===== src/rtl/line_scan_pkg.sv =====
// Shared types for the line-scan readout sequencer.
package line_scan_pkg;
    // Phases of one die's scan.
    typedef enum logic [2:0] {
        ST_IDLE,    // nothing to do
        ST_PRE,     // dummy clocks after a global start
        ST_WAIT,    // follower has finished pre-scan and waits for its chain start
        ST_LEAD,    // follower lead-in between chain start and pixel 1
        ST_ACTIVE   // active pixels are being read out
    } scan_st_t;
endpackage


===== src/rtl/scan_start_edge.sv =====
// Turns a level start input into a single-clock pulse on its rising edge.
// Assumes: the input is stable around the falling clock edge that samples it.
module scan_start_edge (
    input  logic clk,
    input  logic rst_n,
    input  logic lvl_i,
    output logic go_o
);
    logic prev_q;

    // Remember the level seen at the previous falling edge.
    always_ff @(negedge clk) begin
        if (!rst_n) prev_q <= 1'b0;
        else        prev_q <= lvl_i;
    end

    assign go_o = lvl_i & ~prev_q;

    // A held-high start must never give two loads in a row.
    p_no_double_load_r7: assert property (@(negedge clk) disable iff (!rst_n)
        go_o |=> !go_o);
endmodule


===== src/rtl/scan_res_map.sv =====
// Maps a resolution code to the last active pixel number and the pixel that
// carries the hand-off pulse. Each step of the code halves the pixel count.
// Assumes: FULL_PIX is divisible by 2**(MODES-1) and larger than EARLY.
module scan_res_map #(
    parameter int FULL_PIX = 1376,
    parameter int EARLY    = 9,
    parameter int RES_W    = 2,
    parameter int NUM_W    = 11
) (
    input  logic [RES_W-1:0] res_i,
    output logic [NUM_W-1:0] last_o,
    output logic [NUM_W-1:0] hand_o
);
    localparam int MODES = 1 << RES_W;

    logic [NUM_W-1:0] last_tbl [MODES];

    // One entry per resolution mode, each half the one before.
    for (genvar g = 0; g < MODES; g++) begin : g_mode
        assign last_tbl[g] = NUM_W'(FULL_PIX >> g);
    end

    assign last_o = last_tbl[res_i];
    assign hand_o = last_o - NUM_W'(EARLY);

    // Hand-off pixel lies inside the active range for every mode.
    always_comb begin
        p_hand_in_range_r3: assert (hand_o >= NUM_W'(1) && hand_o < last_o);
    end
endmodule


===== src/rtl/scan_ctrl.sv =====
// Scan phase machine of one die: pre-scan dummy clocks, follower wait and
// lead-in, then the active pixel readout with its hand-off pulse.
// Assumes: start pulses are single-clock (from scan_start_edge); the strap is
// static during a scan; last_i/hand_i come from the captured resolution.
module scan_ctrl
    import line_scan_pkg::*;
#(
    parameter int DUMMY_CLKS = 75,
    parameter int LEAD_CLKS  = 9,
    parameter int RES_W      = 2,
    parameter int NUM_W      = 11
) (
    input  logic             clk,
    input  logic             rst_n,
    input  logic             glob_go_i,
    input  logic             chain_go_i,
    input  logic             lead_strap_i,
    input  logic [RES_W-1:0] res_i,
    input  logic [NUM_W-1:0] last_i,
    input  logic [NUM_W-1:0] hand_i,
    output logic [RES_W-1:0] res_q_o,
    output logic             valid_o,
    output logic [NUM_W-1:0] num_o,
    output logic             handoff_o
);
    localparam int CNT_MAX = (DUMMY_CLKS > LEAD_CLKS) ? DUMMY_CLKS : LEAD_CLKS;
    localparam int CNT_W   = $clog2(CNT_MAX + 1);

    scan_st_t         state_q;
    logic [CNT_W-1:0] cnt_q;
    logic [NUM_W-1:0] num_q;
    logic [RES_W-1:0] res_q;

    // Advance the scan phase, the dummy/lead counter and the pixel number.
    always_ff @(negedge clk) begin
        if (!rst_n) begin
            state_q <= ST_IDLE;
            cnt_q   <= '0;
            num_q   <= '0;
            res_q   <= '0;
        end else begin
            case (state_q)
                ST_IDLE, ST_WAIT: begin
                    if (glob_go_i) begin
                        state_q <= ST_PRE;
                        cnt_q   <= CNT_W'(1);
                        res_q   <= res_i;
                    end else if (chain_go_i && !lead_strap_i) begin
                        state_q <= ST_LEAD;
                        cnt_q   <= CNT_W'(1);
                        res_q   <= res_i;
                    end
                end
                ST_PRE: begin
                    if (cnt_q == CNT_W'(DUMMY_CLKS)) begin
                        cnt_q <= '0;
                        if (lead_strap_i) begin
                            state_q <= ST_ACTIVE;
                            num_q   <= NUM_W'(1);
                        end else begin
                            state_q <= ST_WAIT;
                        end
                    end else begin
                        cnt_q <= cnt_q + CNT_W'(1);
                    end
                end
                ST_LEAD: begin
                    if (cnt_q == CNT_W'(LEAD_CLKS)) begin
                        cnt_q   <= '0;
                        state_q <= ST_ACTIVE;
                        num_q   <= NUM_W'(1);
                    end else begin
                        cnt_q <= cnt_q + CNT_W'(1);
                    end
                end
                ST_ACTIVE: begin
                    if (num_q == last_i) begin
                        state_q <= ST_IDLE;
                        num_q   <= '0;
                    end else begin
                        num_q <= num_q + NUM_W'(1);
                    end
                end
                default: state_q <= ST_IDLE;
            endcase
        end
    end

    assign res_q_o   = res_q;
    assign valid_o   = (state_q == ST_ACTIVE);
    assign num_o     = num_q;
    assign handoff_o = valid_o && (num_q == hand_i);

    // Hand-off pulse is exactly one clock wide.
    p_handoff_width_r4: assert property (@(negedge clk) disable iff (!rst_n)
        handoff_o |=> !handoff_o);

    // Pixel number steps by one while the readout has not reached its end.
    p_pixel_step_r2: assert property (@(negedge clk) disable iff (!rst_n)
        (valid_o && num_q != last_i) |=> (valid_o && num_q == $past(num_q) + NUM_W'(1)));

    // A waiting follower stays dark unless its chain start arrives.
    p_follower_waits_r5: assert property (@(negedge clk) disable iff (!rst_n)
        (state_q == ST_WAIT && !glob_go_i && !chain_go_i) |=> !valid_o);

    // Starts cannot cut a readout short.
    p_busy_ignore_r8: assert property (@(negedge clk) disable iff (!rst_n)
        (valid_o && num_q != last_i) |=> valid_o);

    // Captured resolution does not move during a readout.
    p_res_hold_r11: assert property (@(negedge clk) disable iff (!rst_n)
        (valid_o && $past(valid_o)) |-> $stable(res_q));
endmodule


===== src/rtl/line_scan_seq.sv =====
// Top of the cascadable line-scan readout sequencer: edge detection of both
// start inputs, resolution mapping and the scan phase machine.
// Assumes: the strap is tied off; the chain start comes from the previous
// die's hand-off output; everything runs on the falling pixel-clock edge.
module line_scan_seq #(
    parameter int FULL_PIX   = 1376,
    parameter int DUMMY_CLKS = 75,
    parameter int EARLY      = 9,
    parameter int RES_W      = 2,
    parameter int NUM_W      = $clog2(FULL_PIX + 1)
) (
    input  logic             clk_pix,
    input  logic             rst_n,
    input  logic             glob_start_i,
    input  logic             chain_start_i,
    input  logic             lead_strap_i,
    input  logic [RES_W-1:0] res_sel_i,
    output logic             pix_valid_o,
    output logic [NUM_W-1:0] pix_num_o,
    output logic             handoff_o,
    output logic             amp_pwr_o
);
    // Lead-in equals the hand-off advance so the chained stream has no gap.
    localparam int LEAD_CLKS = EARLY;

    logic             glob_go, chain_go;
    logic [RES_W-1:0] res_q;
    logic [NUM_W-1:0] last_pix, hand_pix;

    scan_start_edge u_glob_edge (
        .clk(clk_pix), .rst_n(rst_n), .lvl_i(glob_start_i), .go_o(glob_go)
    );

    scan_start_edge u_chain_edge (
        .clk(clk_pix), .rst_n(rst_n), .lvl_i(chain_start_i), .go_o(chain_go)
    );

    scan_res_map #(
        .FULL_PIX(FULL_PIX), .EARLY(EARLY), .RES_W(RES_W), .NUM_W(NUM_W)
    ) u_res_map (
        .res_i(res_q), .last_o(last_pix), .hand_o(hand_pix)
    );

    scan_ctrl #(
        .DUMMY_CLKS(DUMMY_CLKS), .LEAD_CLKS(LEAD_CLKS), .RES_W(RES_W), .NUM_W(NUM_W)
    ) u_ctrl (
        .clk(clk_pix), .rst_n(rst_n),
        .glob_go_i(glob_go), .chain_go_i(chain_go), .lead_strap_i(lead_strap_i),
        .res_i(res_sel_i), .last_i(last_pix), .hand_i(hand_pix),
        .res_q_o(res_q), .valid_o(pix_valid_o), .num_o(pix_num_o),
        .handoff_o(handoff_o)
    );

    // Amplifier is powered exactly while this die drives pixels.
    assign amp_pwr_o = pix_valid_o;

    // Amplifier never powered while no pixel of this die is out.
    p_amp_follows_r9: assert property (@(negedge clk_pix) disable iff (!rst_n)
        (!pix_valid_o) |-> !amp_pwr_o);
endmodule


===== config.mk =====
export PLATFORM = sky130hd
export DESIGN_NAME = line_scan_seq
export DESIGN_NICKNAME = d
export VERILOG_FILES = /design/src/rtl/line_scan_pkg.sv /design/src/rtl/scan_start_edge.sv /design/src/rtl/scan_res_map.sv /design/src/rtl/scan_ctrl.sv /design/src/rtl/line_scan_seq.sv
export SDC_FILE = /design/constraint.sdc
export NUM_CORES = 1
export LEC_CHECK = 0
export CAP_MARGIN = 10
export CORE_MARGIN = 1
export CORE_UTILIZATION = 45
export CTS_CLUSTER_SIZE = 28
export DETAILED_ROUTE_END_ITERATION = 8
export PLACE_DENSITY = 0.67
export SLEW_MARGIN = 5
export SYNTH_ARGS = -nofsm -noshare
export SYNTH_HDL_FRONTEND = slang
export SYNTH_SLANG_ARGS = --single-unit

===== constraint.sdc =====
create_clock -name clk_pix -period 2.8 [get_ports clk_pix]
set_input_delay 0.56 -clock clk_pix [delete_from_list [all_inputs] [get_ports clk_pix]]
set_output_delay 0.56 -clock clk_pix [all_outputs]
set_load 0.03 [all_outputs]

* Word level (Yosys, flattened, before mapping)
Cells that the tools add are included.
** Storage, ports and cells
- Bits in registers :: 25
- Output and inout port bits :: 14
- Word-level logic and storage cells :: 62
** Operators by class
- Add/sub/neg operators :: 3
- $lt $le $gt $ge :: 1
- Eq/ne operators :: 13
- Muxes and demuxes :: 22
- Reduce and logical (&&, ||, !) cells :: 12
- Bitwise logic cells :: 5
** Operator list (count)
- $mux 11 :: 6
- $pmux 11 s3 :: 1
- $mux 7 :: 4
- $bmux 11 s2 :: 1
- $eq 11x11->1 :: 2
- $pmux 7 s3 :: 1
- $mux 3 :: 6
- $pmux 3 s4 :: 1
- $add 11x1->11 const B :: 1
- $sub 11x4->11 const B :: 1
- $reduce_and 4->1 :: 2
- $add 7x1->7 const B :: 1
- $eq 7x4->1 const B :: 1
- $eq 7x7->1 const B :: 1
- $eq 3x2->1 const B :: 2
- $reduce_bool 3->1 :: 2
- $mux 2 :: 2
- $ne 2x1->1 const B :: 2
- $ne 2x2->1 const B :: 2
- $reduce_and 2->1 :: 2
- $eq 3x1->1 const B :: 1
- $eq 3x3->1 const B :: 1
- $ge 3x3->1 const B :: 1
- $logic_not 3->1 :: 1
- 8 further kinds :: 11

* Longest topological paths before layout
- Depth in word-level cells :: 7
- Mapped depth :: 8
- Mapped depth without buffers :: 7

* Modules after synthesis
From an unflattened synthesis, not the netlist that was laid out.
** Unflattened totals
- Cells, all modules :: 213
- Area total of the unflattened synthesis :: 1765.4 sq um
** By module, submodules not included
- scan_ctrl :: times used 1, cells an instance 173, area each 1431.4 sq um
- scan_res_map :: times used 1, cells an instance 31, area each 239.0 sq um
- scan_start_edge :: times used 2, cells an instance 4, area each 43.8 sq um
- line_scan_seq :: times used 1, cells an instance 1, area each 7.5 sq um

==> flow_summary.toml <==
[worst_hold_path]
hold_path_class = "reg2reg"

[power]
switchingPower_mw = 0.367
clkPwrFrac = 0.412
totalPowerFinal_mw = 1.04
p_per_area_mw_per_mm2 = 396
internal_power_mw = 0.669
vdd_ir_drop_max_v = 0.000277
swShare = 0.354
p_leak_nw = 1.20
p_seq_frac = 0.366
power_frac_comb = 0.222

[sta]
finalMaxSlewViolations = 0
tightest_slew_ns = 0.730
fin_skew_ns = 0.0238
holdWs_ns = 0.515
relSlewSlack = 0.513
rsz0062_at_grt = "yes"
hold_viol = 0
setup_viol = 15
setup_ws_ns = -1.34
fin_tns_setup_ns = -3.93

[clock_network]
cts_htree_levels = 1
cts_tree = "built"
cts_hold_buf = 0
clock_path_buffers = 2
cts.reportedPaths.clkPinSlew_ns = 0.04
numCtsBuffers = 3
cts.root.buffer_cell = "clkbuf_4"
clock-sinks = 25
clk_latency_ns = 0.42

[finish]
areaGrowthSynthToFinish_pct = 58.6
diodes = 0
design.final.nets = 316
final_common_cell = "buf_4"
finalNonFillerCells = 343
final_cell_mix = "buf_4, inv_1, buf_6"
layout-drive-gt1-share = 0.374
final_area_sq_mm = 0.00261
postLayoutCoreUtil = 0.765

[worst_setup_path]
endpoint_kind = "primary output"
max_stage_delay_ns = 0.39
crit_path_top_delay_cell = "dfxtp_4"
cp.depth = 8
r2r_setup_slack_ns = 0.24
path_max_fanout = 5
reg2reg_to = "u_ctrl.num_o[6]"
crit_family = "flip-flops"
worstPathRequired_ns = 2.24
path_class = "reg2out"
cp-endpoint = "handoff_o"
critPathArrivalTime_ns = 3.58
path_buf_inv = 2
setup.worst_path.start_class = "flip-flop"
critPathLaunch = "u_ctrl.res_q_o[1]"
crit_path_cell_trace = "inv_4, ha_4, nor3b_4, xnor2_2, mux2_4, nand2_4, a211oi_4, buf_6"
reg2regPathDepth = 9
r2r_start = "u_ctrl.res_q_o[0]"

[place]
routabilityCongestion = 0.888
placed_area_sq_mm = 0.00213
port_buffers = 20
pre_cts_ws_ns = -0.994
hpwl_um = 3300
dp.cells = 296

[synth]
async_reset_ff_frac = 0
netlist.area_leader.share = 0.304
synth_cells = 205
netlist_top_cells_area = "dfxtp_1, ha_1, nand2_1"
muxShareOfSynthArea = 0.0251
synth.avg_cell_area_sq_um = 8.04
synth-xor-area-share = 0.0638
yosys_warnings = 0
synthFlopType = "dfxtp_1"
synth_top_cell_by_area = "dfxtp_1"
synth_cell_type_count = 47
syn_nets = 223
synth_edf_count = 0
ys_seq_area_frac = 0.304
synth-seq-cells = 25
synth_top_family_by_area = "simple AND/OR/NAND/NOR gates"
synthSimpleGateAreaFrac = 0.280
syn-cell-area_sq_mm = 0.00165
synth-compound-area-share = 0.182
yosys.area_share.adder = 0.0835

[status]
violations = "negative setup slack"
status = "finished with violations"

[floorplanning]
die_x_um = 62.5
start_util = 0.482
coreArea_sq_mm = 0.00342
io_pins = 21
row_count = 21
fp.dieArea_sq_mm = 0.00391
fp.dieH_um = 62.5

[global_routing]
antenna_found_initial = 0
gr-total-overflow = 0
grt_usage = 0.266
grt_pass1_vias = 1888
grt_pass1_wl_um = 8400
grt_max_degree = 15

[job]
drv_cap = 0

[drt]
routedWlPerCell_um = 15.6
wl_um = 5350
dr.pass1.iters = 6
route.vias.total = 1917
drc_errors = 0
vias_per_cell = 5.59
drt_iter0_markers = 228
antenna_left = 0
power groups by stage:
stage	Clock (mW)	Combinational (mW)	Sequential [mW]
2_1_floorplan	0.0567	0.123	0.391
3_3_place_gp	0.0567	0.191	0.386
3_5_place_dp	0.0567	0.199	0.387
4_1_cts	0.428	0.220	0.381
5_1_grt	0.483	0.250	0.380
6_report	0.427	0.230	0.379
cell families (layout without fill, tap and decap cells):
kind of cell / count (synthesis) / in the layout
buffers and inverters: 22 / 114
adders and majority gates: 11 / 11
muxes: 4 / 4
AOI/OAI and AO/OA: 43 / 43
and+or+nand+nor: 88 / 88
xor gates and xnor gates: 12 / 12
DFF: 25 / 25
worst min-delay path by stage:
stage	depth (start not counted)	end	slack (ns)	startpoint
finish	2	u_ctrl.cnt_q[5]	0.52	u_ctrl.cnt_q[5]
global route	2	u_ctrl.cnt_q[5]	0.55	u_ctrl.cnt_q[5]
CTS	2	u_ctrl.cnt_q[5]	0.51	u_ctrl.cnt_q[5]
detailed placement	2	u_ctrl.cnt_q[5]	0.50	u_ctrl.cnt_q[5]
global placement	2	u_ctrl.cnt_q[5]	0.49	u_ctrl.cnt_q[5]
floorplan	2	u_ctrl.cnt_q[5]	0.47	u_ctrl.cnt_q[5]
Yosys cell counts, drive strengths merged (3+ instances only):
library cell,n
buf,6
a211oi,5
nand3,11
inv,13
a31oi,3
o31ai,3
or3,3
nand4,3
clkbuf,3
and3,5
xnor2,5
o21ai,6
nor2,17
nand2,19
mux2i,3
xor2,7
or2,4
and2,5
a32oi,4
dfxtp,25
a21oi,11
nor3,7
ha,11
area by class of cell:
| class | instances | area, sq um |
|---|---|---|
| Clock inverter | 26 | 124 |
| Fill cell | 241 | 802 |
| Tap cell | 46 | 57.6 |
| Sequential cell | 25 | 534 |
| Inverter | 12 | 52.6 |
| Multi-Input combinational cell | 158 | 1160 |
| Timing Repair Buffer | 73 | 663 |
| Clock buffer | 3 | 22.5 |
flip-flops by register name, indices dropped and copies added, names as in the netlist:
| name | flops |
|---|---|
| u_ctrl.state_q | 3 |
| u_glob_edge.prev_q | 1 |
| u_ctrl.cnt_q | 7 |
| u_ctrl.res_q_o | 2 |
| u_chain_edge.prev_q | 1 |
| u_ctrl.num_o | 11 |
layer usage:
metal	vias up	global-route usage	wire length (um)	part of all wire
met5	-	0	0	0
met1	878	0.318	2190	0.41
met3	12	0.0748	456	0.085
met4	0	0.105	92	0.017
li1	921	-	-	-
met2	106	0.447	2620	0.49
worst min-delay path, delay by kind of cell, from the launching register on:
kind / cells / cell delay, ns
simple gates: 1 / 0.07
compound gates: 1 / 0.06
flops: 1 / 0.34
repair_timing:
item,CTS,global route
setup buffers,7,15
gates resized for setup,55,14
endpoints found under the setup margin,32,16
pin swaps,10,2
No activity file was read; power rests on OpenSTA's default activity.
